## config.mk

```make
export PLATFORM = sky130hd
export DESIGN_NAME = adc_pattern_fmt
export DESIGN_NICKNAME = d
export VERILOG_FILES = /design/src/rtl/adc_fmt_pkg.sv /design/src/rtl/adc_fmt_rst_sync.sv /design/src/rtl/adc_fmt_ctrl_reg.sv /design/src/rtl/adc_fmt_prbs.sv /design/src/rtl/adc_fmt_toggle.sv /design/src/rtl/adc_pattern_fmt.sv
export SDC_FILE = /design/constraint.sdc
export NUM_CORES = 1
export LEC_CHECK = 0
export BUFFER_PORTS_ARGS = -buffer_cell sky130_fd_sc_hd__buf_2
export CORE_MARGIN = 2
export CORE_UTILIZATION = 46
export DETAILED_ROUTE_END_ITERATION = 12
export GPL_TIMING_DRIVEN = 0
export PLACE_DENSITY = 0.71
export SETUP_SLACK_MARGIN = 0.02
export SYNTH_ARGS = -nofsm -noshare
export SYNTH_HDL_FRONTEND = slang
export SYNTH_SLANG_ARGS = --single-unit
```

## constraint.sdc

```tcl
create_clock -name clk -period 1.85 [get_ports clk]
set_input_delay 0.185 -clock clk [delete_from_list [all_inputs] [get_ports clk]]
set_output_delay 0.185 -clock clk [all_outputs]
set_load 0.02 [all_outputs]
```

## src/rtl/adc_fmt_pkg.sv

```systemverilog
package adc_fmt_pkg;

  localparam int SAMPLE_W = 12;
  localparam int CTRL_W   = 8;
  localparam int PRBS_LEN = 7;
  localparam int PRBS_TAP = 6;

  typedef enum logic [1:0] {
    DM_PASS     = 2'b00,
    DM_SCRAMBLE = 2'b01,
    DM_PRBS     = 2'b10,
    DM_TOGGLE   = 2'b11
  } data_mode_e;

  typedef enum logic [1:0] {
    LV_NORMAL_A = 2'b00,
    LV_NORMAL_B = 2'b01,
    LV_LOW      = 2'b10,
    LV_HIGH     = 2'b11
  } level_ovr_e;

  typedef struct packed {
    data_mode_e mode;   // [7:6]
    logic [1:0] term;   // [5:4] stored only
    logic [1:0] drive;  // [3:2] stored only
    level_ovr_e lvl;    // [1:0]
  } ctrl_t;

  localparam logic [CTRL_W-1:0] CTRL_RESET = 8'h04;

endpackage

```

## src/rtl/adc_fmt_rst_sync.sv

```systemverilog
module adc_fmt_rst_sync #(
  parameter int STAGES = 2
) (
  input  logic clk,
  input  logic rst_n,
  output logic rst_n_sync
);

  logic [STAGES-1:0] chain_q;
  logic [STAGES-1:0] chain_d;

  always_comb begin
    chain_d = {chain_q[STAGES-2:0], 1'b1};
  end

  always_ff @(posedge clk or negedge rst_n) begin
    if (!rst_n) begin
      chain_q <= '0;
    end else begin
      chain_q <= chain_d;
    end
  end

  assign rst_n_sync = chain_q[STAGES-1];

endmodule

```

## src/rtl/adc_fmt_ctrl_reg.sv

```systemverilog
module adc_fmt_ctrl_reg
  import adc_fmt_pkg::*;
(
  input  logic              clk,
  input  logic              rst_n,
  input  logic              wr_en,
  input  logic [CTRL_W-1:0] wr_byte,
  output ctrl_t             ctrl_q
);

  ctrl_t ctrl_d;

  always_comb begin
    ctrl_d = ctrl_q;
    if (wr_en) begin
      ctrl_d = ctrl_t'(wr_byte);
    end
  end

  always_ff @(posedge clk or negedge rst_n) begin
    if (!rst_n) begin
      ctrl_q <= ctrl_t'(CTRL_RESET);
    end else begin
      ctrl_q <= ctrl_d;
    end
  end

  AST_CTRL_LOAD: assert property (@(posedge clk) disable iff (!rst_n)
    wr_en |=> (ctrl_q == ctrl_t'($past(wr_byte))));

  AST_CTRL_KEEP: assert property (@(posedge clk) disable iff (!rst_n)
    !wr_en |=> $stable(ctrl_q));

endmodule

```

## src/rtl/adc_fmt_prbs.sv

```systemverilog
module adc_fmt_prbs #(
  parameter int OUT_W = 12,
  parameter int LEN   = 7,
  parameter int TAP   = 6
) (
  input  logic             clk,
  input  logic             rst_n,
  input  logic             step,
  output logic [OUT_W-1:0] pattern
);

  localparam logic [LEN-1:0] SEED = {LEN{1'b1}};

  logic [LEN-1:0] lfsr_q;
  logic [LEN-1:0] lfsr_d;
  logic           feedback;

  always_comb begin
    feedback = lfsr_q[LEN-1] ^ lfsr_q[TAP-1];
    lfsr_d   = lfsr_q;
    if (step) begin
      lfsr_d = {lfsr_q[LEN-2:0], feedback};
    end
  end

  always_ff @(posedge clk or negedge rst_n) begin
    if (!rst_n) begin
      lfsr_q <= SEED;
    end else begin
      lfsr_q <= lfsr_d;
    end
  end

  for (genvar gi = 0; gi < OUT_W; gi++) begin : g_fan
    assign pattern[gi] = lfsr_q[gi % LEN];
  end

  AST_PRBS_NONZERO: assert property (@(posedge clk) disable iff (!rst_n)
    lfsr_q != '0);

  AST_PRBS_HOLD: assert property (@(posedge clk) disable iff (!rst_n)
    !step |=> $stable(lfsr_q));

  AST_PRBS_SHIFT: assert property (@(posedge clk) disable iff (!rst_n)
    step |=> (lfsr_q[LEN-1:1] == $past(lfsr_q[LEN-2:0])));

endmodule

```

## src/rtl/adc_fmt_toggle.sv

```systemverilog
module adc_fmt_toggle #(
  parameter int OUT_W = 12
) (
  input  logic             clk,
  input  logic             rst_n,
  input  logic             restart,
  input  logic             step,
  output logic [OUT_W-1:0] pattern
);

  logic ones_q;
  logic ones_d;

  always_comb begin
    ones_d = ones_q;
    if (restart) begin
      ones_d = 1'b1;
    end else if (step) begin
      ones_d = ~ones_q;
    end
  end

  always_ff @(posedge clk or negedge rst_n) begin
    if (!rst_n) begin
      ones_q <= 1'b1;
    end else begin
      ones_q <= ones_d;
    end
  end

  assign pattern = {OUT_W{ones_q}};

  AST_TOG_RESTART: assert property (@(posedge clk) disable iff (!rst_n)
    restart |=> ones_q);

  AST_TOG_FLIP: assert property (@(posedge clk) disable iff (!rst_n)
    (step && !restart) |=> (ones_q != $past(ones_q)));

endmodule

```

## src/rtl/adc_pattern_fmt.sv

```systemverilog
module adc_pattern_fmt
  import adc_fmt_pkg::*;
#(
  parameter int DATA_W      = SAMPLE_W,
  parameter int RST_STAGES  = 2
) (
  input  logic              clk,
  input  logic              rst_n,
  input  logic              cfg_we,
  input  logic [CTRL_W-1:0] cfg_wdata,
  output logic [CTRL_W-1:0] cfg_rdata,
  input  logic              smp_valid,
  input  logic [DATA_W-1:0] smp_data,
  output logic [DATA_W-1:0] out_data,
  output logic              out_clk_en
);

  logic              rst_ns;
  ctrl_t             ctrl_q;
  logic [DATA_W-1:0] prbs_word;
  logic [DATA_W-1:0] tog_word;
  logic [DATA_W-1:0] scr_word;
  logic              prbs_step;
  logic              tog_step;
  logic              tog_restart;
  logic [DATA_W-1:0] data_d;
  logic [DATA_W-1:0] data_q;
  logic              ce_d;
  logic              ce_q;

  adc_fmt_rst_sync #(.STAGES(RST_STAGES)) u_rst (
    .clk        (clk),
    .rst_n      (rst_n),
    .rst_n_sync (rst_ns)
  );

  adc_fmt_ctrl_reg u_ctrl (
    .clk     (clk),
    .rst_n   (rst_ns),
    .wr_en   (cfg_we),
    .wr_byte (cfg_wdata),
    .ctrl_q  (ctrl_q)
  );

  assign cfg_rdata   = ctrl_q;
  assign prbs_step   = smp_valid && (ctrl_q.mode == DM_PRBS);
  assign tog_step    = smp_valid && (ctrl_q.mode == DM_TOGGLE);
  assign tog_restart = (ctrl_q.mode != DM_TOGGLE);

  adc_fmt_prbs #(.OUT_W(DATA_W), .LEN(PRBS_LEN), .TAP(PRBS_TAP)) u_prbs (
    .clk     (clk),
    .rst_n   (rst_ns),
    .step    (prbs_step),
    .pattern (prbs_word)
  );

  adc_fmt_toggle #(.OUT_W(DATA_W)) u_tog (
    .clk     (clk),
    .rst_n   (rst_ns),
    .restart (tog_restart),
    .step    (tog_step),
    .pattern (tog_word)
  );

  assign scr_word[0] = smp_data[0];
  for (genvar gi = 1; gi < DATA_W; gi++) begin : g_scr
    assign scr_word[gi] = smp_data[gi] ^ smp_data[0];
  end

  always_comb begin
    data_d = data_q;
    ce_d   = 1'b0;
    case (ctrl_q.lvl)
      LV_LOW: begin
        data_d = '0;
        ce_d   = 1'b0;
      end
      LV_HIGH: begin
        data_d = '1;
        ce_d   = 1'b1;
      end
      default: begin
        if (smp_valid) begin
          ce_d = 1'b1;
          case (ctrl_q.mode)
            DM_PASS:     data_d = smp_data;
            DM_SCRAMBLE: data_d = scr_word;
            DM_PRBS:     data_d = prbs_word;
            default:     data_d = tog_word;
          endcase
        end
      end
    endcase
  end

  always_ff @(posedge clk or negedge rst_ns) begin
    if (!rst_ns) begin
      data_q <= '0;
      ce_q   <= 1'b0;
    end else begin
      data_q <= data_d;
      ce_q   <= ce_d;
    end
  end

  assign out_data   = data_q;
  assign out_clk_en = ce_q;

  AST_FORCE_LOW: assert property (@(posedge clk) disable iff (!rst_ns)
    (ctrl_q.lvl == LV_LOW) |=> (out_data == '0 && !out_clk_en));

  AST_FORCE_HIGH: assert property (@(posedge clk) disable iff (!rst_ns)
    (ctrl_q.lvl == LV_HIGH) |=> (out_data == '1 && out_clk_en));

  AST_PASS_DATA: assert property (@(posedge clk) disable iff (!rst_ns)
    (!ctrl_q.lvl[1] && ctrl_q.mode == DM_PASS && smp_valid)
      |=> (out_data == $past(smp_data) && out_clk_en));

  AST_IDLE_HOLD: assert property (@(posedge clk) disable iff (!rst_ns)
    (!ctrl_q.lvl[1] && !smp_valid) |=> ($stable(out_data) && !out_clk_en));

  AST_SCR_LSB: assert property (@(posedge clk) disable iff (!rst_ns)
    (!ctrl_q.lvl[1] && ctrl_q.mode == DM_SCRAMBLE && smp_valid)
      |=> (out_data[0] == $past(smp_data[0])));

endmodule

```

After elaboration in Yosys (flattened, before gate mapping):

Cells that the tools add are included.

* register bits after elaboration: 31
* input port bits: 24
* output and inout bits: 21
* logic and storage cells: 40

* equality and inequality tests: 6
* mux-type cells: 7
* bitwise operators: 13
* reduce and logical (&&, ||, !) cells: 5

Operator list (number)
* $pmux 12 s3: 1
* $pmux 12 s2: 1
* $mux 12: 1
* $xor 1x1->1: 12
* $eq 2x2->1 const B: 4
* $mux 1: 3
* $reduce_bool 3->1: 1
* $eq 2x1->1 const B: 1
* $logic_and 1x1->1: 2
* $logic_not 2->1: 1
* $ne 2x2->1 const B: 1
* $pmux 1 s2: 1
* $reduce_bool 2->1: 1
* $not 1->1: 1

Depth between registers and ports, before layout:

* word-level depth: 4
* depth in mapped cells: 5
* gate-level depth less buffers: 4

Modules after synthesis:

Synthesis repeated with hierarchy kept, for this count alone.

* cell total of the unflattened synthesis: 161
* area total of the unflattened synthesis: 1865.5 sq um

Modules (own cells, without submodules)
* adc_pattern_fmt: times used 1, cells an instance 104, area an instance 1007.2 sq um
* adc_fmt_prbs: times used 1, cells an instance 22, area an instance 340.3 sq um
* adc_fmt_ctrl_reg: times used 1, cells an instance 17, area an instance 332.8 sq um
* adc_fmt_toggle: times used 1, cells an instance 15, area an instance 131.4 sq um
* adc_fmt_rst_sync: times used 1, cells an instance 3, area an instance 53.8 sq um

Worst setup path before layout:

No wires, ideal clock.

* kind: register to register
* from: register u_ctrl.ctrl_q[7] (netlist name)
* to: register data_q[0], in the netlist out_data[0]
* arrival: 1247 ps
* data required time: 1731 ps
* path slack: 485 ps
* stages on the path, launching flop included: 6
* buffers on the path: 2
* period minus slack after synthesis: 1365 ps
* cells stage by stage: dfrtp_1 clkbuf_2 buf_6 a31oi_1 mux2_2 o21a_1

* word-level cells in the longest chain between the ends: 4
* elaborated cells between the ends (all ways): 6

Ends and longest elaborated chain
* $eq 2x2->1, or another cell as far along: RTL line adc_pattern_fmt.sv:85 `case (ctrl_q.mode)`
* $pmux 12 s3 (*): RTL line adc_pattern_fmt.sv:85
* $mux 12 (*): RTL line adc_pattern_fmt.sv:83 `if (smp_valid) begin`
* $pmux 12 s2 (*): RTL line adc_pattern_fmt.sv:73 `case (ctrl_q.lvl)`
* end signal: assignment: RTL line adc_pattern_fmt.sv:101 `data_q <= data_d;`
* end: declaration: RTL line adc_pattern_fmt.sv:27 `logic [DATA_W-1:0] data_q;`

Every way passes the cells marked *; elsewhere a longest branch is shown, timed or not. The select of a mux whose other input is x is not followed.
A chain may end at the register's enable or synchronous reset.

Worst setup path in the final report:

* from: register u_ctrl.ctrl_q[1] (netlist name)
* to: register data_q[9], in the netlist out_data[9]

* word-level cells in the longest chain between the ends: 2
* elaborated cells between the ends (all ways): 4

Ends and longest elaborated chain (RTL line)
* $eq 2x2->1: adc_pattern_fmt.sv:73
* $pmux 12 s2 or $reduce_bool 3->1 (tied branches)

Several ways; a longest one is shown, not always the timed one.

==> flow_metrics.py <==
metrics = {
    "setup_path": {
        "r2r-start": "u_ctrl.ctrl_q[1]$_DFFE_PN0P_",
        "ff2ff_path_depth": 4,
        "crit_required_ns": 2.08,
        "critical_path_arrival_ns": 1.63,
        "start_kind": "register",
        "worstSetupStartpoint": "u_ctrl.ctrl_q[1]$_DFFE_PN0P_",
        "r2r_end": "out_data[9]$_DFFE_PN0P_",
        "cp_max_fo": 7,
        "critical_path_class": "register to register",
        "endpoint_kind": "register",
        "rrSetupSlack_ns": 0.45,
    },
    "layout": {
        "final_nets": 204,
        "area_delta_synth_final_pct": 21.85,
        "num_antenna_cells": 0,
        "final_cell_area_mm2": 0.001933,
        "final_util_pct": 57.93,
        "final_cell_mix": "44 x buf_2, 23 x mux2_2, 22 x dfrtp_1",
        "drive_gt1_share_pct": 53.04,
        "mostFrequentLayoutCell": "buf_2",
    },
    "grt": {
        "gr-total-overflow": 0,
        "grt_pass1_vias": 1277,
        "grt_pass1_wl_um": 5913,
        "antenna_found_initial": 0,
        "grtUsageTotal_pct": 19.35,
        "grt_max_degree": 30,
    },
    "routing": {
        "drc": 0,
        "postRouteAntennaNets": 0,
        "vias": 1193,
        "vias_per_cell": 5.256,
        "wl_per_cell_um": 14.55,
        "drt-pass1-iter-count": 4,
        "wl_um": 3302,
        "drtIter0Drc": 35,
    },
    "sta": {
        "setup_violations": 0,
        "worst_slack_ns": 0.4509,
        "finalClockSkew_ns": 0.006294,
        "finalCritPeriodShare_pct": 75.63,
        "final_max_slew_viol_count": 0,
        "worstMarginPinSlew_ns": 1.099,
        "maxSlewHeadroom_pct": 26.71,
        "rsz0062_at_grt": "no",
        "tns_ns": 0,
        "period_needed_ns": 1.399,
        "hold_viol": 0,
        "fmax_mhz": 714.7,
    },
    "floorplanning": {
        "die_area_mm2": 0.003934,
        "die_y_um": 62.73,
        "die_w_um": 62.73,
        "coreArea_mm2": 0.003337,
        "rows": 21,
        "start_util_pct": 47.54,
        "pin_count": 45,
    },
    "clock_tree": {
        "path_clk_slew_ns": 0.09,
        "clock-sinks": 31,
        "cts_made_buffers": 5,
        "clk_latency_ns": 0.34,
        "postCtsHoldBufs": 1,
        "h-tree-depth": 2,
        "cts.path.max_buffers": 2,
        "root_buffer": "clkbuf_4",
        "cts_tree": "yes",
        "ctsResizeCount": 0,
        "cts_setup_buffers": 0,
    },
    "outcome": {
        "status": "completed",
    },
    "worst_hold_path": {
        "holdPathEnd": "u_ctrl.ctrl_q[7]$_DFFE_PN0P_",
        "worstHoldPathType": "primary input to register",
        "hold_depth": 2,
        "min-delay-start": "cfg_wdata[7]",
    },
    "place": {
        "routabilityCongestion": 0.7478,
        "pre_cts_ws_ns": 0.4644,
        "dpl.hpwl_um": 2602,
        "place_area_mm2": 0.001854,
        "numPortBuffers": 42,
    },
    "pwr": {
        "p_leak_nw": 0.8779,
        "total_power_mw": 2.055,
        "cellPowerDensity_mw_per_mm2": 1063,
        "vdd_drop_max_v": 0.0006423,
    },
    "synth": {
        "yosysSeqAreaShare_pct": 49.61,
        "synth_area_per_cell_um2": 12.20,
        "syn_area_mm2": 0.001587,
        "synth_top_area_share_pct": 34.70,
        "yosys_warnings": 0,
        "synth.distinct_cells": 34,
        "synthCells": 130,
        "yosys-top-cells-area": "dfrtp_1 35%, mux2_2 16%, dfstp_2 15%",
        "syn_nets": 154,
        "synth_top_area_cell": "dfrtp_1",
        "synth_seq_cells": 31,
    },
    "run": {
        "maxCapViolations": 0,
    },
}
-- how the worst max path moves through the flow --
stage / to / slack [ns] / cells after the start
after floorplan: out_data[0]$_DFFE_PN0P_ / 0.48 / 5
after global placement: out_data[9]$_DFFE_PN0P_ / 0.49 / 4
after detailed placement: out_data[9]$_DFFE_PN0P_ / 0.46 / 4
after CTS: out_data[9]$_DFFE_PN0P_ / 0.44 / 4
after global routing: out_data[9]$_DFFE_PN0P_ / 0.37 / 4
final: out_data[9]$_DFFE_PN0P_ / 0.45 / 4
-- Yosys cell counts, drive strengths merged --
cell    number
buf          6
or2          1
inv          1
dfrtp       22
conb         1
and2b        1
xor2         6
a31oi        2
nand2        5
nand2b       3
a21oi        7
o21ai       14
o21a         1
clkbuf       3
xnor2        1
a21o         1
nand3        2
or2b         1
and2         1
mux2i        6
o221ai       4
dfstp        9
o211a        4
nor2         2
o221a        1
nand3b       2
mux2        23
-- final cells by class --
type	instances	area (um2)
fillers	312	1404
flip-flops and latches	31	787.0
multi-input cells	89	732.0
repair buffers	43	220.2
clock buffers	8	68.82
plain buffers	9	63.81
well taps	46	57.56
inverters	1	3.754
-- cell families (layout without fill, tap and decap cells) --
| family | count (synthesis) | in the layout | share of synthesized area (%) |
|---|---|---|---|
| buf+inv | 10 | 61 | 4.258 |
| other cells | 1 | 1 | 0.2364 |
| compound gates | 34 | 34 | 14.20 |
| flops | 31 | 31 | 49.61 |
| xor+xnor | 7 | 7 | 3.864 |
| simple gates | 18 | 18 | 7.729 |
| mux | 29 | 29 | 20.11 |
-- where the power goes --
| part | internal (mW) | switching [mW] | total, mW |
|---|---|---|---|
| sequential | 0.881 | 0.128 | 1.01 |
| clock | 0.223 | 0.224 | 0.447 |
| combinational | 0.282 | 0.317 | 0.599 |
-- sequential cells by signal (all words and copies together), names as in the netlist --
name           flops
u_prbs.lfsr_q      7
u_tog.ones_q       1
out_data          12
u_ctrl.ctrl_q      8
u_rst.chain_q      2
out_clk_en         1
-- worst max-delay path, cell delays in order, from the launching register on --
cell and delay (ns):
dfrtp_1 0.46, and2b_2 0.33, and2_4 0.20, o21ai_1 0.08, o221a_2 0.24
-- per-stage QoR --
stage          hold slack (ns)  instances
3_5_place_dp          -0.02622        218
5_1_grt                0.07109        227
6_report               0.07748        227
2_1_floorplan          -0.1106        130
4_1_cts                0.06273        227
3_3_place_gp          -0.02975        218
-- metal layers --
| metal | part of all wire [%] | up-vias | global-route usage (%) |
|---|---|---|---|
| met2 | 50 | 39 | 32.53 |
| met1 | 41 | 579 | 23.58 |
| met4 | 1.4 | 0 | 5.000 |
| met5 | 0 | - | 0 |
| li1 | - | 569 | - |
| met3 | 6.9 | 6 | 7.027 |
Power figures use the tool's default switching activity.
